### src/rtl/svt_pkg.sv
package svt_pkg;
   localparam int ADDR_BITS  = 2;
   localparam int DATA_BITS  = 9;
   localparam int CMD_BITS   = 3;
   localparam int VAL_BITS   = DATA_BITS - CMD_BITS;
   localparam int FRAME_BITS = ADDR_BITS + DATA_BITS;

   localparam int MVOL_W = 6;
   localparam int LR_W   = 5;
   localparam int TONE_W = 4;
   localparam int MIX_W  = 2;

   localparam logic [MVOL_W-1:0] MVOL_MAX = 6'd40;
   localparam logic [LR_W-1:0]   LR_MAX   = 5'd20;
   localparam logic [TONE_W-1:0] TONE_MAX = 4'd12;
   localparam logic [TONE_W-1:0] TONE_FLAT = 4'd6;
   localparam logic [MIX_W-1:0]  MIX_RSV  = 2'b11;
   localparam logic [MIX_W-1:0]  MIX_INIT = 2'b01;

   typedef enum logic [CMD_BITS-1:0] {
      CMD_MIX    = 3'b000,
      CMD_BASS   = 3'b001,
      CMD_TREBLE = 3'b010,
      CMD_MASTER = 3'b011,
      CMD_RIGHT  = 3'b100,
      CMD_LEFT   = 3'b101,
      CMD_UND6   = 3'b110,
      CMD_UND7   = 3'b111
   } svt_cmd_e;
endpackage

### src/rtl/svt_sync_edge.sv
module svt_sync_edge #(
   parameter int STAGES = 2
) (
   input  logic clk,
   input  logic rst_n,
   input  logic sclk_i,
   input  logic sdat_i,
   input  logic sen_i,
   output logic en_o,
   output logic dat_o,
   output logic clk_rise_o,
   output logic en_rise_o,
   output logic en_fall_o
);
   localparam int W = 3;

   initial assert (STAGES >= 0 && STAGES <= 4)
      else $error("svt_sync_edge: STAGES must lie in 0..4");

   logic [W-1:0] raw;
   logic [W-1:0] s;
   logic [W-1:0] prev;

   assign raw = {sen_i, sclk_i, sdat_i};

   generate
      if (STAGES == 0) begin : g_bypass
         assign s = raw;
      end else begin : g_chain
         logic [W-1:0] q [STAGES];
         always_ff @(posedge clk or negedge rst_n) begin
            if (!rst_n) begin
               for (int i = 0; i < STAGES; i++) q[i] <= '0;
            end else begin
               q[0] <= raw;
               for (int i = 1; i < STAGES; i++) q[i] <= q[i-1];
            end
         end
         assign s = q[STAGES-1];
      end
   endgenerate

   always_ff @(posedge clk or negedge rst_n) begin
      if (!rst_n) prev <= '0;
      else        prev <= s;
   end

   assign en_o       = s[2];
   assign dat_o      = s[0];
   assign clk_rise_o = s[1] & ~prev[1];
   assign en_rise_o  = s[2] & ~prev[2];
   assign en_fall_o  = ~s[2] & prev[2];
endmodule

### src/rtl/svt_shift.sv
module svt_shift
   import svt_pkg::*;
(
   input  logic                 clk,
   input  logic                 rst_n,
   input  logic                 en_i,
   input  logic                 dat_i,
   input  logic                 clk_rise_i,
   input  logic                 en_rise_i,
   output logic                 full_o,
   output logic [ADDR_BITS-1:0] addr_o,
   output logic [DATA_BITS-1:0] data_o
);
   localparam int CNT_W = $clog2(FRAME_BITS + 1);
   localparam logic [CNT_W-1:0] CNT_FULL = CNT_W'(FRAME_BITS);
   localparam logic [CNT_W-1:0] CNT_ADDR = CNT_W'(ADDR_BITS);

   logic [CNT_W-1:0] cnt;

   always_ff @(posedge clk or negedge rst_n) begin
      if (!rst_n) begin
         cnt    <= '0;
         addr_o <= '0;
         data_o <= '0;
      end else if (en_rise_i) begin
         cnt    <= '0;
         addr_o <= '0;
         data_o <= '0;
      end else if (en_i && clk_rise_i) begin
         data_o <= {data_o[DATA_BITS-2:0], dat_i};
         if (cnt < CNT_ADDR) addr_o <= {addr_o[ADDR_BITS-2:0], dat_i};
         if (cnt < CNT_FULL) cnt <= cnt + 1'b1;
      end
   end

   assign full_o = (cnt == CNT_FULL);

   a_r1_count_bounded: assert property (@(posedge clk) disable iff (!rst_n)
      cnt <= CNT_FULL);

   a_r12_idle_no_shift: assert property (@(posedge clk) disable iff (!rst_n)
      (!en_i && !en_rise_i) |=> $stable(cnt));
endmodule

### src/rtl/svt_cmd_decode.sv
module svt_cmd_decode
   import svt_pkg::*;
#(
   parameter logic [ADDR_BITS-1:0] DEV_ADDR = 2'b10
) (
   input  logic                 close_i,
   input  logic                 full_i,
   input  logic [ADDR_BITS-1:0] addr_i,
   input  logic [DATA_BITS-1:0] data_i,
   output logic                 accept_o,
   output svt_cmd_e             cmd_o,
   output logic [VAL_BITS-1:0]  val_o
);
   initial assert (VAL_BITS >= MVOL_W)
      else $error("svt_cmd_decode: data word too narrow for master code");

   logic [VAL_BITS-1:0] raw;
   logic                legal;

   assign cmd_o = svt_cmd_e'(data_i[DATA_BITS-1 -: CMD_BITS]);
   assign raw   = data_i[VAL_BITS-1:0];

   always_comb begin
      legal = 1'b1;
      val_o = '0;
      case (cmd_o)
         CMD_MASTER: val_o = VAL_BITS'((raw[MVOL_W-1:0] > MVOL_MAX) ? MVOL_MAX : raw[MVOL_W-1:0]);
         CMD_LEFT, CMD_RIGHT:
            val_o = VAL_BITS'((raw[LR_W-1:0] > LR_MAX) ? LR_MAX : raw[LR_W-1:0]);
         CMD_TREBLE, CMD_BASS:
            val_o = VAL_BITS'((raw[TONE_W-1:0] > TONE_MAX) ? TONE_MAX : raw[TONE_W-1:0]);
         CMD_MIX: begin
            val_o = VAL_BITS'(raw[MIX_W-1:0]);
            legal = (raw[MIX_W-1:0] != MIX_RSV);
         end
         default: legal = 1'b0;
      endcase
   end

   assign accept_o = close_i & full_i & (addr_i == DEV_ADDR) & legal;
endmodule

### src/rtl/svtone_rx.sv
module svtone_rx
   import svt_pkg::*;
#(
   parameter int                   SYNC_STAGES = 2,
   parameter logic [ADDR_BITS-1:0] DEV_ADDR    = 2'b10
) (
   input  logic              clk,
   input  logic              rst_n,
   input  logic              ser_clk_i,
   input  logic              ser_dat_i,
   input  logic              ser_en_i,
   output logic [MVOL_W-1:0] master_o,
   output logic [LR_W-1:0]   left_o,
   output logic [LR_W-1:0]   right_o,
   output logic [TONE_W-1:0] treble_o,
   output logic [TONE_W-1:0] bass_o,
   output logic [MIX_W-1:0]  mix_o,
   output logic              upd_o
);
   logic                 en_s, dat_s, clk_rise, en_rise, en_fall;
   logic                 full;
   logic [ADDR_BITS-1:0] addr;
   logic [DATA_BITS-1:0] data;
   logic                 accept;
   svt_cmd_e             cmd;
   logic [VAL_BITS-1:0]  val;

   svt_sync_edge #(.STAGES(SYNC_STAGES)) u_sync (
      .clk(clk), .rst_n(rst_n),
      .sclk_i(ser_clk_i), .sdat_i(ser_dat_i), .sen_i(ser_en_i),
      .en_o(en_s), .dat_o(dat_s),
      .clk_rise_o(clk_rise), .en_rise_o(en_rise), .en_fall_o(en_fall)
   );

   svt_shift u_shift (
      .clk(clk), .rst_n(rst_n),
      .en_i(en_s), .dat_i(dat_s),
      .clk_rise_i(clk_rise), .en_rise_i(en_rise),
      .full_o(full), .addr_o(addr), .data_o(data)
   );

   svt_cmd_decode #(.DEV_ADDR(DEV_ADDR)) u_dec (
      .close_i(en_fall), .full_i(full), .addr_i(addr), .data_i(data),
      .accept_o(accept), .cmd_o(cmd), .val_o(val)
   );

   always_ff @(posedge clk or negedge rst_n) begin
      if (!rst_n) begin
         master_o <= MVOL_MAX;
         left_o   <= LR_MAX;
         right_o  <= LR_MAX;
         treble_o <= TONE_FLAT;
         bass_o   <= TONE_FLAT;
         mix_o    <= MIX_INIT;
         upd_o    <= 1'b0;
      end else begin
         upd_o <= accept;
         if (accept) begin
            case (cmd)
               CMD_MASTER: master_o <= val[MVOL_W-1:0];
               CMD_LEFT:   left_o   <= val[LR_W-1:0];
               CMD_RIGHT:  right_o  <= val[LR_W-1:0];
               CMD_TREBLE: treble_o <= val[TONE_W-1:0];
               CMD_BASS:   bass_o   <= val[TONE_W-1:0];
               CMD_MIX:    mix_o    <= val[MIX_W-1:0];
               default: ;
            endcase
         end
      end
   end

   logic [MVOL_W+2*LR_W+2*TONE_W+MIX_W-1:0] codes;
   assign codes = {master_o, left_o, right_o, treble_o, bass_o, mix_o};

   a_r9_single_pulse: assert property (@(posedge clk) disable iff (!rst_n)
      upd_o |=> !upd_o);
   a_r9_change_needs_strobe: assert property (@(posedge clk) disable iff (!rst_n)
      !upd_o |-> $stable(codes));
   a_r7_master_ceiling: assert property (@(posedge clk) disable iff (!rst_n)
      master_o <= MVOL_MAX);
   a_r7_lr_ceiling: assert property (@(posedge clk) disable iff (!rst_n)
      (left_o <= LR_MAX) && (right_o <= LR_MAX));
   a_r7_tone_ceiling: assert property (@(posedge clk) disable iff (!rst_n)
      (treble_o <= TONE_MAX) && (bass_o <= TONE_MAX));
   a_r6_no_reserved_mix: assert property (@(posedge clk) disable iff (!rst_n)
      mix_o != MIX_RSV);
endmodule

### config.mk
export PLATFORM = sky130hd
export DESIGN_NAME = svtone_rx
export DESIGN_NICKNAME = d
export VERILOG_FILES = /design/src/rtl/svt_pkg.sv /design/src/rtl/svt_sync_edge.sv /design/src/rtl/svt_shift.sv /design/src/rtl/svt_cmd_decode.sv /design/src/rtl/svtone_rx.sv
export SDC_FILE = /design/constraint.sdc
export NUM_CORES = 1
export LEC_CHECK = 0
export BUFFER_PORTS_ARGS = -buffer_cell sky130_fd_sc_hd__buf_4
export CELL_PAD_IN_SITES_DETAIL_PLACEMENT = 1
export CELL_PAD_IN_SITES_GLOBAL_PLACEMENT = 2
export CORE_ASPECT_RATIO = 2
export CORE_MARGIN = 10
export CORE_UTILIZATION = 41
export CTS_BUF_LIST = sky130_fd_sc_hd__clkbuf_4 sky130_fd_sc_hd__clkbuf_8 sky130_fd_sc_hd__clkbuf_16
export DETAILED_ROUTE_END_ITERATION = 10
export GPL_TIMING_DRIVEN = 0
export PLACE_DENSITY_LB_ADDON = 0.08
export SLEW_MARGIN = 20
export SYNTH_ARGS = -nofsm -noshare
export SYNTH_HDL_FRONTEND = slang
export SYNTH_HIERARCHICAL = 1
export SYNTH_SLANG_ARGS = --single-unit
### constraint.sdc
create_clock -name clk -period 5 [get_ports clk]
set_input_delay 0.5 -clock clk [delete_from_list [all_inputs] [get_ports clk]]
set_output_delay 0.5 -clock clk [all_outputs]
set_load 0.01 [all_outputs]
* Word level (Yosys, flattened, before mapping)
Index checks and enable logic that the tools add are counted.
Storage, ports and cells: bits of input ports 5, logic and storage cells 65, output and inout port bits 27, register bits 51
Operators by class: $lt $le $gt $ge 5, reduce and logical (&&, ||, !) cells 16, bitwise logic cells 9, eq/ne operators 8, multiplexer cells 13, $add $sub $neg 1
Operators with widths (number):
- $pmux W6 S4 | 1
- $mux W9 | 2
- $mux W4 | 4
- $reduce_and A2 Y1 | 8
- $and A1 B1 Y1 | 6
- $eq A3 B2 Y1 const B | 2
- $eq A3 B3 Y1 const B | 2
- $gt A6 B6 Y1 const B | 1
- $mux W2 | 3
- $mux W6 | 1
- $reduce_bool A2 Y1 | 3
- $gt A5 B5 Y1 const B | 1
- $mux W5 | 1
- $reduce_or A5 Y1 | 1
- $add A4 B1 Y4 const B | 1
- $eq A4 B4 Y1 const B | 1
- $gt A4 B4 Y1 const B | 1
- $lt A4 B2 Y1 const B | 1
- $lt A4 B4 Y1 const B | 1
- $reduce_or A2 Y1 | 2
- $eq A3 B1 Y1 const B | 1
- $logic_not A3 Y1 | 1
- $not A1 Y1 | 3
- $eq A2 B2 Y1 const B | 1
- other kinds (3) | 3

* Depth between registers and ports, before layout
Gate-level depths: netlist (run 1).
depth in word-level cells 6, depth in mapped cells 6, gate-level depth less buffers 6

* By module
Netlist (run 1), hierarchy kept.
Modules (own cells, without submodules):
- svtone_rx | sequential area each 689.4 sq um, cells an instance 59, instances 1, area an instance 1052.3 sq um
- svt_shift | sequential area each 375.4 sq um, cells an instance 68, instances 1, area an instance 693.2 sq um
- svt_sync_edge | sequential area each 200.2 sq um, cells an instance 11, instances 1, area an instance 221.5 sq um
- svt_cmd_decode | sequential area each 0.0 sq um, cells an instance 35, instances 1, area an instance 217.7 sq um

* Worst setup path before layout (run 1)
No wires, ideal clock.
path type flip-flop to flip-flop, start register u_shift.cnt[1], end register right_o[0], buffers on the path 0, arrival time 1.989 ns, stages on the path, launching flop included 7, library setup time 0.125 ns, slack 2.887 ns, required time 4.875 ns, clock period less this slack 2.113 ns, cells stage by stage dfrtp_1 > ha_1 > and3b_2 > nand4b_1 > a311oi_1 > and4bb_2 > mux2_2
On the way: cells in the longest elaborated chain, start to end 5
Ends and longest elaborated chain:
- start, declared | line svt_shift.sv:18 | logic [CNT_W-1:0] cnt;
- start signal, assigned | line svt_shift.sv:32 | if (cnt < CNT_FULL) cnt <= cnt + 1'b1;
- $eq A4 B4 Y1 | line svt_shift.sv:36 | assign full_o = (cnt == CNT_FULL);
- net full | line svtone_rx.sv:21 | logic full;
- $and A1 B1 Y1 (3 in a row) | line svt_cmd_decode.sv:40 | assign accept_o = close_i & full_i & (addr_i == DEV_ADDR) & legal;
- net accept | line svtone_rx.sv:24 | logic accept;
- $reduce_and A2 Y1 (no source line)
- end signal, assigned | line svtone_rx.sv:62 | CMD_RIGHT: right_o <= val[LR_W-1:0];
- end, declared | line svtone_rx.sv:14 | output logic [LR_W-1:0] right_o,
The timed path passes the listed nets, and every way through them passes these cells. A chain may end at the register's enable or synchronous reset.

* Final worst setup path (run 1)
start register u_shift.cnt[1], end register master_o[1]
On the way: cells in the longest elaborated chain, start to end 5
Ends and longest elaborated chain:
- $eq A4 B4 Y1 | line svt_shift.sv:36
- net full | line svtone_rx.sv:21
- $and A1 B1 Y1 (3 in a row) | line svt_cmd_decode.sv:40
- net accept | line svtone_rx.sv:24
- $reduce_and A2 Y1 (no source line)
- end signal, assigned | line svtone_rx.sv:60 | CMD_MASTER: master_o <= val[MVOL_W-1:0];
- end, declared | line svtone_rx.sv:12 | output logic [MVOL_W-1:0] master_o,
The timed path passes the listed nets, and every way through them passes these cells.

==> results_dict.tcl, run 1 <==
set metrics [dict create \
    initial_core_util_pct 42.51 \
    port_buffers 31 \
    holdWs_ns 0.2134 \
    clock_sinks 50 \
    seq_area_frac_synth_pct 57.90 \
    setup_slack_ns 2.423 \
    cp.arrival_ns 2.76 \
    cts_setup_buffers 0 \
    cpPeakStageDelay_ns 0.57 \
    drv_cap 0 \
    p_per_area_nw_per_um2 263.9 \
    wl_per_cell_microns 18.81 \
    die_x_microns 71.62 \
    antenna_cells 0 \
    cts_tree "done" \
    fin_crit_ns 2.577 \
    drtPass1Iterations 4 \
    cp_slowest_cell "a311oi_1" \
    required_ns 5.18 \
    worst-path-max-fanout 7 \
    clock_latency_ns 0.30 \
    tns_ns 0 \
    hold_buffers 0 \
    synth_seq_cells 50 \
    ys.flop_type "dfrtp_1" \
    hold_violations 0 \
    post-place-ws_ns 2.457 \
    cpMostUsedCell "nand4b_1" \
    place.gp.congestion 0.7931 \
    hold_path.class "in2async" \
    async_flop_share_pct 100.0 \
    vias 1475 \
    synth-warning-count 6 \
    root_buffer "clkbuf_8" \
    dpl.hpwl_microns 3886 \
    numCtsBuffers 5 \
    grt_first_pass_wirelength_microns 8542 \
    crit_type "reg2reg" \
    synth_top_area_share_pct 44.67 \
    fmax_ghz 0.3880 \
    core_sq_um 5139 \
    synth_edf_count 0 \
    antenna_found_initial 0 \
    yosysTopAreaCell "dfrtp_1" \
    synth_cells 173 \
    grt_pass1_vias 1685 \
    synth_nets 179 \
    finalSetupViolCount 0 \
    io_pins 32 \
    die-area_sq_um 8825 \
    vdd_drop_max_mv 0.2099 \
    ant_nets 0 \
    finalMaxSlewViolations 0 \
    cp_cell_sequence "ha_1 > and3b_2 > nand4b_1 > a311oi_1 > nand4b_1 > mux2_2" \
    row_count 37 \
    viasPerCell 5.463 \
    cp-end-kind "flip-flop" \
    first_iter_violations 67 \
    fin_skew_ns 0.01003 \
    die_h_microns 123.2 \
    status "complete, no violations" \
    synth_area_per_cell_sq_um 12.63 \
    syn_to_final_growth_pct 17.93 \
    leakage_uw 0.001197 \
    cts_buffer_depth 2 \
    drc 0 \
    totalWireLength_microns 5080 \
    grt_max_degree 51 \
    worstMarginPinSlew_ns 1.001 \
    grt-ovfl-total 0 \
    htree_levels 2 \
    max_slew_margin_pct 32.65 \
    finalCritPeriodShare_pct 51.54 \
    rsz0062_at_grt "false" \
    drive_above_1_share_pct 44.34 \
    netlist_area_sq_um 2185 \
    startpoint_type "flip-flop" \
    grtUsageTotal_pct 12.14 \
    synth.area.top_cells "dfrtp_1 (45%), mux2_2 (13%), dfstp_2 (13%)" \
    cts_resized 0 \
    clk_pin_slew_worst_paths_ns 0.09 \
    synth_cell_types 44 \
    nNetsFinal 217 \
]
==> cells in the mapped netlist, types with 2 or more instances <==
master    instances
dfrtp_1          39
mux2_2           26
nand2_1          21
a21oi_1          11
dfstp_2          11
o21ai_0           5
buf_4             4
nand4b_1          4
nor2_1            4
nor3_1            4
and2_1            3
nand2b_1          3
nor2b_1           3
and4bb_2          2
buf_2             2
mux2i_1           2
nor4_1            2
==> worst paths after layout <==
check / start / to / slack (ns) / depth (start not counted)
worst max register to register: u_shift/cnt[1]$_DFFE_PN0P_ / master_o[1]$_DFFE_PN0P_ / 2.42 / 6
worst min register to register: u_sync/g_chain.q[5]$_DFF_PN0_ / u_sync/s[2]$_DFF_PN0_ / 0.36 / 0
min in group clk: ser_dat_i / u_sync/g_chain.q[3]$_DFF_PN0_ / 0.30 / 1
worst max-delay path: u_shift/cnt[1]$_DFFE_PN0P_ / master_o[1]$_DFFE_PN0P_ / 2.42 / 6
max in group asynchronous: rst_n / mix_o[1]$_DFFE_PN0P_ / 4.36 / 1
worst min-delay path: rst_n / u_sync/s[1]$_DFF_PN0_ / 0.21 / 1
==> cell usage in the layout (no fill, tap or decap), types with 3 or more instances in the layout <==
master,synthesis,routed
a21oi_1,11,11
mux2_2,26,26
nor2_1,4,4
nand4b_1,4,4
dfrtp_1,39,39
o21ai_0,5,5
nor2b_1,3,3
nand2_1,21,21
nand2b_1,3,3
nor3_1,4,4
buf_4,4,35
clkbuf_8,0,5
dfstp_2,11,11
and2_1,3,3
==> registers in the layout, summed over array words and instances, names as in the netlist, 3 cells and up <==
| name | cells |
|---|---|
| master_o | 6 |
| u_sync/s | 3 |
| right_o | 5 |
| u_shift/cnt | 4 |
| u_shift/data_o | 9 |
| left_o | 5 |
| treble_o | 4 |
| u_sync/g_chain.q | 3 |
| bass_o | 4 |
==> power breakdown <==
part	switching [uW]	leakage [uW]	internal, uW
Clock	126	0.0000484	103
Combinational	20.1	0.000511	12.0
Sequential	7.09	0.000637	412
==> metrics by stage <==
step / util, % / area, sq um / power, uW / instances
after global placement: 48.45 / 2490 / 457.1 / 262
after global routing: 50.13 / 2576 / 714.2 / 270
after CTS: 50.13 / 2576 / 691.8 / 270
after detailed placement: 48.45 / 2490 / 460.1 / 262
final: 50.13 / 2576 / 679.9 / 270
after floorplan: - / 2185 / 441.8 / 173
==> cell families (layout without fill, tap and decap cells) <==
group           Yosys count  after routing  share of synthesized area (%)
mux                      29             29                          15.01
compound gates           26             26                          7.561
simple gates             58             58                          16.38
buf+inv                   8             47                          2.176
flops                    50             50                          57.90
fa+ha+maj                 1              1                         0.5726
xor+xnor                  1              1                         0.4010
==> critical path, delay by kind of cell (launching register included) <==
kind                       cells  cell delay, ns
and+or+nand+nor                3            0.79
muxes                          1            0.41
adders and majority gates      1            0.25
DFF                            1            0.44
AOI/OAI and AO/OA              1            0.57
==> area by class of cell <==
type	count	area, sq um
Sequential cell	50	1265
Clock inverter	2	10.01
Inverter	1	3.754
Timing Repair Buffer	31	232.7
Fill cell	567	2562
Multi-Input combinational cell	115	872.1
Tap cell	58	72.57
Clock buffer	6	76.32
Buffer	7	43.79
==> per-layer routing <==
metal | global-route usage, % | up-vias | share of wire [%]
li1 | - | 688 | -
met1 | 11.31 | 750 | 34
met2 | 23.23 | 26 | 59
met3 | 2.807 | 11 | 4.0
met4 | 6.569 | 0 | 2.4
met5 | 0 | - | 0
No activity file was read; power rests on OpenSTA's default activity.
==> inputs of run 2 (changes only) <==
Settings changed: CORE_UTILIZATION 41 to 38.
Clock period 5 ns to 2.6 ns, I/O delays scaled along.
==> results_dict.tcl, run 2 (synthesis results as in run 1) <==
set metrics [dict create \
    crit_type "reg2reg" \
    total_power_uw 1528 \
    regMostFlops "u_shift/data_o" \
    path_delay_family "simple AND/OR/NAND/NOR gates" \
    htree_levels 2 \
    status "complete, but fails checks" \
    drtPass1Iterations 4 \
    p_per_area_nw_per_um2 577.3 \
    cpPeakStageDelay_ns 0.44 \
    first_iter_violations 48 \
    wl_per_cell_microns 19.34 \
    r2r_start "u_shift/cnt[1]$_DFFE_PN0P_" \
    placed_cell_area_sq_um 2494 \
    cp.arrival_ns 2.50 \
    largestRegisters "u_shift/data_o (9), master_o (6)" \
    totalWireLength_microns 5281 \
    path_buf_inv 0 \
    root_buffer "clkbuf_16" \
    clock_latency_ns 0.29 \
    syn_to_final_growth_pct 21.19 \
    post-place-ws_ns 0.001543 \
    fin_crit_ns 2.333 \
    cp_slowest_cell "dfrtp_1" \
    vias 1488 \
    die-area_sq_um 9366 \
    ant_nets 0 \
    hold_buffers 0 \
    nNetsFinal 217 \
    hold_path.class "in2async" \
    vdd_drop_max_mv 0.6374 \
    worst-path-max-fanout 7 \
    hold_violations 7 \
    cp_cell_sequence "ha_1 > and3b_2 > nand4b_1 > a311oi_2 > nand4b_1 > mux2_2" \
    grt_first_pass_wirelength_microns 8507 \
    finalCritPeriodShare_pct 89.75 \
    final_common_cell "dfrtp_1" \
    die_x_microns 73.62 \
    cts_setup_buffers 0 \
    largest_reg_flops 9 \
    clk_pin_slew_worst_paths_ns 0.06 \
    clock_sinks 50 \
    drive_above_1_share_pct 44.81 \
    place.gp.congestion 0.7985 \
    grt_pass1_vias 1649 \
    setup_slack_ns 0.2666 \
    required_ns 2.76 \
    numCtsBuffers 5 \
    fin_area_sq_um 2648 \
    initial_core_util_pct 38.59 \
    dpl.hpwl_microns 3940 \
    ff2ff_path_depth 6 \
    tns_ns 0 \
    finalMaxSlewViolations 0 \
    drc 0 \
    grtUsageTotal_pct 11.59 \
    cp-end-kind "flip-flop" \
    port_buffers 31 \
    antenna_found_initial 0 \
    violations "hold timing" \
    cpMostUsedCell "nand4b_1" \
    grt-ovfl-total 0 \
    finalSetupViolCount 0 \
    max_slew_margin_pct 41.09 \
    die_h_microns 127.2 \
    startpoint_type "flip-flop" \
    cts_tree "done" \
    cts_buffer_depth 2 \
    antenna_cells 0 \
    rsz0062_at_grt "false" \
    holdWs_ns -0.004812 \
    row_count 39 \
    r2r-end "master_o[0]$_DFFE_PN0P_" \
    core_sq_um 5660 \
    drv_cap 0 \
    viasPerCell 5.451 \
    mostFrequentLayoutCells "dfrtp_1 (39), buf_4 (35), mux2_2 (26)" \
    io_pins 32 \
    fin_skew_ns 0.006217 \
    worst-r2r-setup-slack_ns 0.27 \
    fmax_ghz 0.4286 \
    grt_max_degree 51 \
    leakage_uw 0.001225 \
    worstMarginPinSlew_ns 0.8755 \
]
run 2: cell types whose count changed in the layout (fill, tap and decap cells not counted), sizes merged:
| cell | before | now |
|---|---|---|
| clkbuf | 6 | 8 |
| clkinv | 2 | 0 |
run 2: timing repair:
item                                    4_1_cts  5_1_grt
resized for setup                             0        1
pin swaps                                     1        0
hold endpoints to repair                      0        0
endpoints found under the setup margin        2       24
run 2: worst max-delay path by stage:
stage	start	end	cells past startpoint
floorplan	u_shift/cnt[1]$_DFFE_PN0P_	right_o[0]$_DFFE_PN0P_	6
global placement	u_shift/cnt[1]$_DFFE_PN0P_	master_o[2]$_DFFE_PN0P_	6
detailed placement	u_shift/cnt[1]$_DFFE_PN0P_	master_o[4]$_DFFE_PN0P_	6
CTS	u_shift/cnt[1]$_DFFE_PN0P_	master_o[0]$_DFFE_PN0P_	6
global route	u_shift/cnt[1]$_DFFE_PN0P_	master_o[0]$_DFFE_PN0P_	6
finish	u_shift/cnt[1]$_DFFE_PN0P_	master_o[0]$_DFFE_PN0P_	6
run 2: final cells by class:
cell class	count	area (sq um)
fill	614	3013
sequential	50	1265
multi-input combinational	115	878.3
timing repair buffer	31	232.7
clock buffer	8	147.6
tap	61	76.32
buffer	7	43.79
inverter	1	3.754
run 2: report_power, final:
| group | switching, uW | leakage, uW | internal (uW) |
|---|---|---|---|
| logic | 38.7 | 0.000512 | 22.8 |
| clock network | 270 | 0.0000754 | 390 |
| registers | 13.9 | 0.000637 | 793 |
run 2: metal layers:
metal  GRT usage [%]  routed length (microns)  vias up
li1                -                        -      688
met1           11.19                     1903      769
met2           21.67                     3061       26
met3           3.411                      229        5
met4           4.300                       87        0
met5               0                        0        -
run 2: stage by stage:
| stage | utilization (%) | instances |
|---|---|---|
| finish | 46.77 | 273 |
| global route | 46.77 | 273 |
| CTS | 46.66 | 273 |
| detailed placement | 44.05 | 265 |
| global placement | 44.05 | 265 |
| floorplan | - | 173 |
